--- src/rtl/ata_tq_pkg.sv ---
package ata_tq_pkg;
  typedef enum logic [2:0] {
    S_IDLE, S_PER, S_CYC, S_ACT, S_SET, S_FIN
  } tq_state_e;

  function automatic logic [1:0] setup_code(input logic [2:0] n);
    case (n)
      3'd0, 3'd1, 3'd2: setup_code = 2'd1;
      3'd3:             setup_code = 2'd2;
      3'd4:             setup_code = 2'd0;
      default:          setup_code = 2'd3;
    endcase
  endfunction
endpackage

--- src/rtl/tq_divider.sv ---
module tq_divider #(
  parameter int W = 12
) (
  input  logic         clk_i,
  input  logic         rst_ni,
  input  logic         start_i,
  input  logic [W-1:0] dividend_i,
  input  logic [W-1:0] divisor_i,
  output logic         done_o,
  output logic [W-1:0] quot_o
);
  localparam int CW = $clog2(W + 1);
  localparam int W2 = 2 * W;

  logic [W-1:0]  rem_q, quo_q, dvs_q, dvd_q;
  logic [CW-1:0] cnt_q;
  logic          run_q;
  logic [W:0]    sh, diff;
  logic          ge;

  always_comb begin
    sh   = {rem_q, quo_q[W-1]};
    diff = sh - {1'b0, dvs_q};
    ge   = (sh >= {1'b0, dvs_q});
  end

  always_ff @(posedge clk_i or negedge rst_ni) begin
    if (!rst_ni) begin
      rem_q  <= '0;
      quo_q  <= '0;
      dvs_q  <= '0;
      dvd_q  <= '0;
      cnt_q  <= '0;
      run_q  <= 1'b0;
      done_o <= 1'b0;
    end else begin
      done_o <= 1'b0;
      if (start_i && !run_q) begin
        rem_q <= '0;
        quo_q <= dividend_i;
        dvd_q <= dividend_i;
        dvs_q <= divisor_i;
        cnt_q <= CW'(W);
        run_q <= 1'b1;
      end else if (run_q) begin
        rem_q <= ge ? diff[W-1:0] : sh[W-1:0];
        quo_q <= {quo_q[W-2:0], ge};
        cnt_q <= cnt_q - 1'b1;
        if (cnt_q == CW'(1)) begin
          run_q  <= 1'b0;
          done_o <= 1'b1;
        end
      end
    end
  end

  assign quot_o = quo_q;


  div_exact_chk: assert property (@(posedge clk_i) disable iff (!rst_ni)
    done_o |-> ((W2'(quo_q) * W2'(dvs_q) <= W2'(dvd_q)) &&
                (W2'(dvd_q) - W2'(quo_q) * W2'(dvs_q) < W2'(dvs_q))));
endmodule

--- src/rtl/tq_encode.sv ---
module tq_encode #(
  parameter int W = 12
) (
  input  logic [W-1:0] cyc_i,
  input  logic [W-1:0] act_i,
  input  logic [W-1:0] set_i,
  output logic [4:0]   act_o,
  output logic [4:0]   rec_o,
  output logic [2:0]   set_o,
  output logic [7:0]   timing_o
);
  localparam logic [W-1:0] LIM16 = W'(16);
  localparam logic [W-1:0] LIM5  = W'(5);

  logic [W-1:0] rec_raw, act_adj;
  logic [3:0]   rec_code;

  always_comb begin
    rec_raw = (cyc_i > act_i) ? (cyc_i - act_i) : '0;
    if (rec_raw > LIM16) begin
      act_adj = cyc_i - LIM16;
      rec_o   = 5'd16;
    end else begin
      act_adj = act_i;
      rec_o   = rec_raw[4:0];
    end
    act_o = (act_adj > LIM16) ? 5'd16 : act_adj[4:0];
    set_o = (set_i > LIM5) ? 3'd5 : set_i[2:0];
    // short recovery is never shortened further
    if (rec_o <= 5'd1)       rec_code = 4'd15;
    else if (rec_o == 5'd16) rec_code = 4'd0;
    else                     rec_code = 4'(rec_o - 5'd1);
    timing_o = {act_o[3:0], rec_code};
  end
endmodule

--- src/rtl/tq_setup_pair.sv ---
module tq_setup_pair #(
  parameter int DRIVES = 2
) (
  input  logic       clk_i,
  input  logic       rst_ni,
  input  logic       wr_i,
  input  logic       sec_i,
  input  logic       drv_i,
  input  logic [2:0] own_i,
  output logic [2:0] used_o
);
  logic [2:0] slot_q [DRIVES];
  logic [2:0] pair;

  assign pair   = slot_q[~drv_i];
  assign used_o = (sec_i && pair > own_i) ? pair : own_i;

  for (genvar d = 0; d < DRIVES; d++) begin : g_slot
    always_ff @(posedge clk_i or negedge rst_ni) begin
      if (!rst_ni) slot_q[d] <= '0;
      else if (wr_i && sec_i && drv_i == 1'(d)) slot_q[d] <= own_i;
    end
  end


  primary_keep_chk: assert property (@(posedge clk_i) disable iff (!rst_ni)
    (wr_i && !sec_i) |=> ($stable(slot_q[0]) && $stable(slot_q[1])));

  pair_max_chk: assert property (@(posedge clk_i) disable iff (!rst_ni)
    wr_i |-> (used_o >= own_i && (!sec_i || used_o >= pair)));
endmodule

--- src/rtl/ata_timing_quantizer.sv ---
module ata_timing_quantizer
  import ata_tq_pkg::*;
#(
  parameter int NS_W    = 11,
  parameter int FREQ_W  = 7,
  parameter int DEF_MHZ = 33
) (
  input  logic              clk_i,
  input  logic              rst_ni,
  input  logic              start_i,
  input  logic [FREQ_W-1:0] freq_mhz_i,
  input  logic [NS_W-1:0]   cycle_ns_i,
  input  logic [NS_W-1:0]   active_ns_i,
  input  logic [NS_W-1:0]   setup_ns_i,
  input  logic              secondary_i,
  input  logic              drive_i,
  output logic              busy_o,
  output logic              done_o,
  output logic [4:0]        act_cnt_o,
  output logic [4:0]        rec_cnt_o,
  output logic [2:0]        setup_cnt_o,
  output logic [7:0]        timing_o,
  output logic [1:0]        setup_code_o
);
  localparam int DIV_W = NS_W + 1;

  tq_state_e         state_q;
  logic              go_q;
  logic [FREQ_W-1:0] freq_q;
  logic [NS_W-1:0]   cyc_ns_q, act_ns_q, set_ns_q;
  logic              sec_q, drv_q;
  logic [DIV_W-1:0]  per_q, cyc_cnt_q, act_cnt_q, set_cnt_q;
  logic [DIV_W-1:0]  dvd, dvs, quot;
  logic [NS_W-1:0]   t_sel;
  logic              div_done;
  logic [4:0]        enc_act, enc_rec;
  logic [2:0]        enc_set, used_set;
  logic [7:0]        enc_timing;

  always_comb begin
    case (state_q)
      S_CYC:   t_sel = cyc_ns_q;
      S_ACT:   t_sel = act_ns_q;
      default: t_sel = set_ns_q;
    endcase
    if (state_q == S_PER) begin
      dvd = DIV_W'(1000);
      dvs = (freq_q == '0) ? DIV_W'(DEF_MHZ) : DIV_W'(freq_q);
    end else begin
      dvd = DIV_W'(t_sel) + per_q - 1'b1;
      dvs = per_q;
    end
  end

  tq_divider #(.W(DIV_W)) u_div (
    .clk_i, .rst_ni,
    .start_i   (go_q),
    .dividend_i(dvd),
    .divisor_i (dvs),
    .done_o    (div_done),
    .quot_o    (quot)
  );

  tq_encode #(.W(DIV_W)) u_enc (
    .cyc_i   (cyc_cnt_q),
    .act_i   (act_cnt_q),
    .set_i   (set_cnt_q),
    .act_o   (enc_act),
    .rec_o   (enc_rec),
    .set_o   (enc_set),
    .timing_o(enc_timing)
  );

  tq_setup_pair #(.DRIVES(2)) u_pair (
    .clk_i, .rst_ni,
    .wr_i  (state_q == S_FIN),
    .sec_i (sec_q),
    .drv_i (drv_q),
    .own_i (enc_set),
    .used_o(used_set)
  );

  always_ff @(posedge clk_i or negedge rst_ni) begin
    if (!rst_ni) begin
      state_q      <= S_IDLE;
      go_q         <= 1'b0;
      freq_q       <= '0;
      cyc_ns_q     <= '0;
      act_ns_q     <= '0;
      set_ns_q     <= '0;
      sec_q        <= 1'b0;
      drv_q        <= 1'b0;
      per_q        <= '0;
      cyc_cnt_q    <= '0;
      act_cnt_q    <= '0;
      set_cnt_q    <= '0;
      done_o       <= 1'b0;
      act_cnt_o    <= '0;
      rec_cnt_o    <= '0;
      setup_cnt_o  <= '0;
      timing_o     <= '0;
      setup_code_o <= '0;
    end else begin
      go_q   <= 1'b0;
      done_o <= 1'b0;
      case (state_q)
        S_IDLE: if (start_i) begin
          freq_q   <= freq_mhz_i;
          cyc_ns_q <= cycle_ns_i;
          act_ns_q <= active_ns_i;
          set_ns_q <= setup_ns_i;
          sec_q    <= secondary_i;
          drv_q    <= drive_i;
          state_q  <= S_PER;
          go_q     <= 1'b1;
        end
        S_PER: if (div_done) begin
          per_q <= quot; state_q <= S_CYC; go_q <= 1'b1;
        end
        S_CYC: if (div_done) begin
          cyc_cnt_q <= quot; state_q <= S_ACT; go_q <= 1'b1;
        end
        S_ACT: if (div_done) begin
          act_cnt_q <= quot; state_q <= S_SET; go_q <= 1'b1;
        end
        S_SET: if (div_done) begin
          set_cnt_q <= quot; state_q <= S_FIN;
        end
        S_FIN: begin
          act_cnt_o    <= enc_act;
          rec_cnt_o    <= enc_rec;
          setup_cnt_o  <= used_set;
          timing_o     <= enc_timing;
          setup_code_o <= setup_code(used_set);
          done_o       <= 1'b1;
          state_q      <= S_IDLE;
        end
        default: state_q <= S_IDLE;
      endcase
    end
  end

  assign busy_o = (state_q != S_IDLE);


  done_pulse_chk: assert property (@(posedge clk_i) disable iff (!rst_ni)
    done_o |=> !done_o);

  done_after_busy_chk: assert property (@(posedge clk_i) disable iff (!rst_ni)
    done_o |-> $past(busy_o));

  hold_chk: assert property (@(posedge clk_i) disable iff (!rst_ni)
    !done_o |-> ($stable(timing_o) && $stable(setup_code_o) && $stable(setup_cnt_o)));

  clamp_chk: assert property (@(posedge clk_i) disable iff (!rst_ni)
    done_o |-> (act_cnt_o <= 5'd16 && rec_cnt_o <= 5'd16 && setup_cnt_o <= 3'd5));

  rec_fold_chk: assert property (@(posedge clk_i) disable iff (!rst_ni)
    (done_o && rec_cnt_o == 5'd16 && cyc_cnt_q <= DIV_W'(32)) |->
      (DIV_W'(act_cnt_o) == cyc_cnt_q - DIV_W'(16)));
endmodule

--- config.mk ---
export PLATFORM = sky130hd
export DESIGN_NAME = ata_timing_quantizer
export DESIGN_NICKNAME = d
export VERILOG_FILES = /design/src/rtl/ata_tq_pkg.sv /design/src/rtl/tq_divider.sv /design/src/rtl/tq_encode.sv /design/src/rtl/tq_setup_pair.sv /design/src/rtl/ata_timing_quantizer.sv
export SDC_FILE = /design/constraint.sdc
export NUM_CORES = 1
export LEC_CHECK = 0
export BUFFER_PORTS_ARGS = -buffer_cell sky130_fd_sc_hd__buf_4
export CAP_MARGIN = 40
export CORE_MARGIN = 8
export CORE_UTILIZATION = 50
export DETAILED_ROUTE_END_ITERATION = 10
export PLACE_DENSITY = 0.66
export SETUP_SLACK_MARGIN = 0.05
export SLEW_MARGIN = 20
export SYNTH_ARGS = -nofsm -noshare
export SYNTH_HDL_FRONTEND = slang
export SYNTH_SLANG_ARGS = --single-unit
--- constraint.sdc ---
create_clock -name clk_i -period 4.4 [get_ports clk_i]
set_clock_uncertainty 0.1 [all_clocks]
set_input_delay 0.88 -clock clk_i [delete_from_list [all_inputs] [get_ports clk_i]]
set_output_delay 0.88 -clock clk_i [all_outputs]
set_load 0.01 [all_outputs]
==> out/qor.log <==
qor: die.rows 49
qor: drt.first_iter_violations 328
qor: finish.finish.instance_area 0.0106 mm²
qor: synth.synth_fp_nets 1024
qor: power_and_ir_drop.power-per-cell-area 900 mW/mm²
qor: critical_path.timing.critical_path.to_type register
qor: synth.post-synth-top-area-cell sky130_fd_sc_hd__dfrtp_1
qor: finish.insertedDiodeCount 0
qor: grt.maximum_number_of_pins_on_one_net_before_global_route_repair 70
qor: cts.post_cts_hold_buffer_count 0
qor: die.floorplan.core_area 0.0178 mm²
qor: power_and_ir_drop.max_ir_drop_vdd 502 µV
qor: cts.clkSinkCount 162
qor: die.design.portCount 70
qor: timing.post-route-period-util 0.954
qor: cts.ctsLongestPathBuffers 2
qor: synth.combinational_family_with_the_most_area_after_synthesis compound AO/OA/AOI/OAI gates
qor: drt.totalWireLength 19.7 mm
qor: critical_path.critPathLaunchType register
qor: critical_path.worstPathRequired 4.62 ns
qor: timing.setup_viol 0
qor: cts.htreeDepth 4
qor: synth.cell_count_after_synthesis 922
qor: grt.globalRoute.totalOverflow 0
qor: timing.grt_setup_unrepaired true
qor: critical_path.worstPathMaxFanout 6
qor: synth.synthesis.area_per_instance 9.80 µm²
qor: finish.layout_overhead_on_the_synthesized_area 17.0%
qor: drt.drt.antenna.violating_nets 0
qor: critical_path.worstPathCellList inv_1 -> ha_2 -> fa_2 -> nand2b_4 -> a211o_4 -> a22o_1 -> mux2_4 -> o2111ai_4 -> or3_4 -> or2_4 -> ha_1 -> a21oi_1 -> nor3_1 -> nor4_1 -> o21ai_2 -> buf_4 -> o22a_1
qor: grt.grt_antenna_before_repair 0
qor: run_status.outcome finished clean
qor: synth.syn-cell-area 0.00904 mm²
qor: synth.synth_top_cells_by_count sky130_fd_sc_hd__dfrtp_1 (162), sky130_fd_sc_hd__nand2_1 (96), sky130_fd_sc_hd__inv_1 (79)
qor: synth.yosys.area.top_type_share 0.449
qor: synth.yosys.cell_count.top_type sky130_fd_sc_hd__dfrtp_1
qor: cts.cts_tree built
qor: finish.nNetsFinal 1090
qor: drt.routed_via_density 5.45
qor: synth.synth.area.mux_share 0.125
qor: drt.remaining_drc_errors 0
qor: synth.synthArstFlopShare 1.00
qor: timing.worst-slew-pin-transition 0.764 ns
qor: cts.clkTransAtPathRegs 0.07 ns
qor: place.globalplace.congestion 0.836
qor: synth.edff_count_synth 0
qor: drt.dr_total_vias 6700
qor: finish.drive_above_1_share 0.222
qor: timing.final.min_clock_period 4.20 ns
qor: critical_path.criticalPathCategory reg2reg
qor: die.die_area 0.0226 mm²
qor: synth.synth_simple_gate_area_share 0.126
qor: synth.synth_compound_gate_area_share 0.139
qor: drt.routed_wire_per_std_cell 16.0 µm
qor: grt.wire_length_of_the_first_global_routing_pass 33.8 mm
qor: synth.yosys.area_share.adder 0.0825
qor: critical_path.worst-endpoint-arrival 4.42 ns
qor: timing.setup_tns 0 ns
qor: grt.global_route.usage.total 0.185
qor: place.portBuffers 69
qor: timing.final_hold_viol_count 0
qor: timing.timing_max_transition_violations_final 0
qor: synth.yosys.cell_types.count 66
qor: cts.cts_buffers 17
qor: die.floorplan.die.width 150 µm
qor: cts.cts_root_buf sky130_fd_sc_hd__clkbuf_16
qor: job.drv_cap 0
qor: synth.synth_xor_xnor_area_share 0.0262
qor: synth.synth_seq_cells 162
qor: synth.ys.flop_type sky130_fd_sc_hd__dfrtp_1
qor: timing.max_clock_freq 238 MHz
qor: cts.insertion_delay 0.43 ns
qor: power_and_ir_drop.power.leakage 0.00503 µW
qor: drt.drt_pass1_iterations 4
qor: critical_path.timing.critical_path.slowest_stage_cell sky130_fd_sc_hd__or3_4
qor: place.post-dp-hpwl 14.7 mm
qor: critical_path.worst_r2r_path_depth 17
qor: place.placed_area 0.00989 mm²
qor: timing.slew_headroom 0.491
qor: synth.synth.yosys.seq_area_share 0.449
qor: critical_path.cp_slowest_stage_delay 0.43 ns
qor: timing.fin_hold_ws 0.256 ns
qor: die.die_h 150 µm
qor: grt.grt_pass1_vias 6807
qor: synth.ys_warn_count 0
qor: die.initial_utilization 0.507
qor: synth.netlist_top_cells_area sky130_fd_sc_hd__dfrtp_1 (45%), sky130_fd_sc_hd__mux2_2 (9.6%), sky130_fd_sc_hd__ha_1 (7.5%)
qor: min_path.timing.hold.worst.class in2async
==> cell type report <==
cell class                      instances  area (µm²)
Inverter                               79         297
Clock inverter                         15         181
Sequential cell                       162        4050
Clock buffer                           17         425
Timing Repair Buffer                   90         747
Tap cell                              229         287
Multi-Input combinational cell        638        4590
Fill cell                            1554        7260
==> sequential cells by signal (all words and copies together), names as in the netlist, 2 cells and up <==
signal and flops:
act_cnt_q 12, cyc_cnt_q 12, per_q 12, set_cnt_q 12
u_div.dvs_q 12, u_div.quot_o 12, u_div.rem_q 12, act_ns_q 11
cyc_ns_q 11, set_ns_q 11, freq_q 7, u_pair.slot_q 6
act_cnt_o 5, rec_cnt_o 5, timing_o 4, u_div.cnt_q 4
setup_cnt_o 3, state_q 3, setup_code_o 2
==> worst paths after layout <==
kind                               from        endpoint  slack, ns
setup / recovery           cyc_cnt_q[0]     timing_o[1]       0.20
hold / removal                   rst_ni  u_div.rem_q[5]       0.26
setup reg to reg           cyc_cnt_q[0]     timing_o[1]       0.20
hold reg to reg            act_cnt_o[4]    act_cnt_o[4]       0.38
max in group asynchronous        rst_ni     timing_o[2]       3.23
min in group clk_i         act_cnt_o[4]    act_cnt_o[4]       0.38
==> repair_timing <==
item                                    in CTS  in global routing
resized for setup                            0                 11
buffers inserted                             0                  3
endpoints found under the setup margin       0                  1
==> per-stage QoR <==
step | power (µW) | std cells | setup slack (ns) | util
floorplan | 6520 | 922 | 0.394 | -
detailed placement | 7760 | 1195 | 0.224 | 0.554
finish | 9520 | 1230 | 0.203 | 0.593
global placement | 7640 | 1189 | 0.290 | 0.549
global route | 10400 | 1230 | 0.0268 | 0.593
CTS | 9350 | 1227 | 0.204 | 0.588
==> placed cells by master, fill, tap and decap left out, drive strengths merged, types with 4 or more instances in the layout <==
| master | Yosys | layout |
|---|---|---|
| dfrtp | 162 | 162 |
| nand2 | 96 | 96 |
| buf | 9 | 90 |
| inv | 79 | 90 |
| mux2 | 77 | 77 |
| o21ai | 71 | 71 |
| a21oi | 61 | 61 |
| nor2 | 54 | 54 |
| ha | 54 | 54 |
| mux2i | 26 | 26 |
| nor3 | 20 | 20 |
| clkbuf | 34 | 17 |
| nand3 | 14 | 14 |
| xnor2 | 14 | 14 |
| xor2 | 13 | 13 |
| a211oi | 11 | 11 |
| o31ai | 10 | 10 |
| nor4 | 9 | 9 |
| a21o | 8 | 8 |
| nor2b | 8 | 8 |
| nand2b | 7 | 7 |
| or3 | 6 | 6 |
| nand4 | 5 | 5 |
| or2 | 5 | 5 |
| nand3b | 4 | 4 |
| o22ai | 4 | 4 |
| o211ai | 4 | 4 |
| and2 | 4 | 4 |
| nor3b | 4 | 4 |
==> worst max-delay path: cells and delay by family, from the launching register on <==
| family | cells | cell delay, ns |
|---|---|---|
| adders and majority gates | 3 | 0.79 |
| muxes | 1 | 0.22 |
| buffers and inverters | 2 | 0.21 |
| AOI/OAI and AO/OA | 6 | 1.15 |
| and+or+nand+nor | 5 | 1.27 |
| DFF | 1 | 0.35 |
==> routing by layer <==
layer	part of all wire	vias to the layer above	track usage
li1	-	3353	-
met1	0.47	3214	0.242
met2	0.48	108	0.307
met3	0.032	25	0.0334
met4	0.013	0	0.0585
met5	0	-	0
==> kinds of logic after synthesis <==
logic type | count (synthesis)
buffers and inverters | 122
multiplexers | 103
flip-flops | 162
AO/OA/AOI/OAI | 205
AND/OR/NAND/NOR | 245
XOR/XNOR | 27
adder cells (fa/ha/maj) | 58
==> where the power goes <==
part	switching [µW]	total [µW]	leakage, µW	internal, µW
clock network	671	1540	0.000299	865
logic	3070	5550	0.00269	2490
registers	401	2430	0.00204	2030
total	4140	9520	0.00503	5380
(Power assumes the default switching activity.)
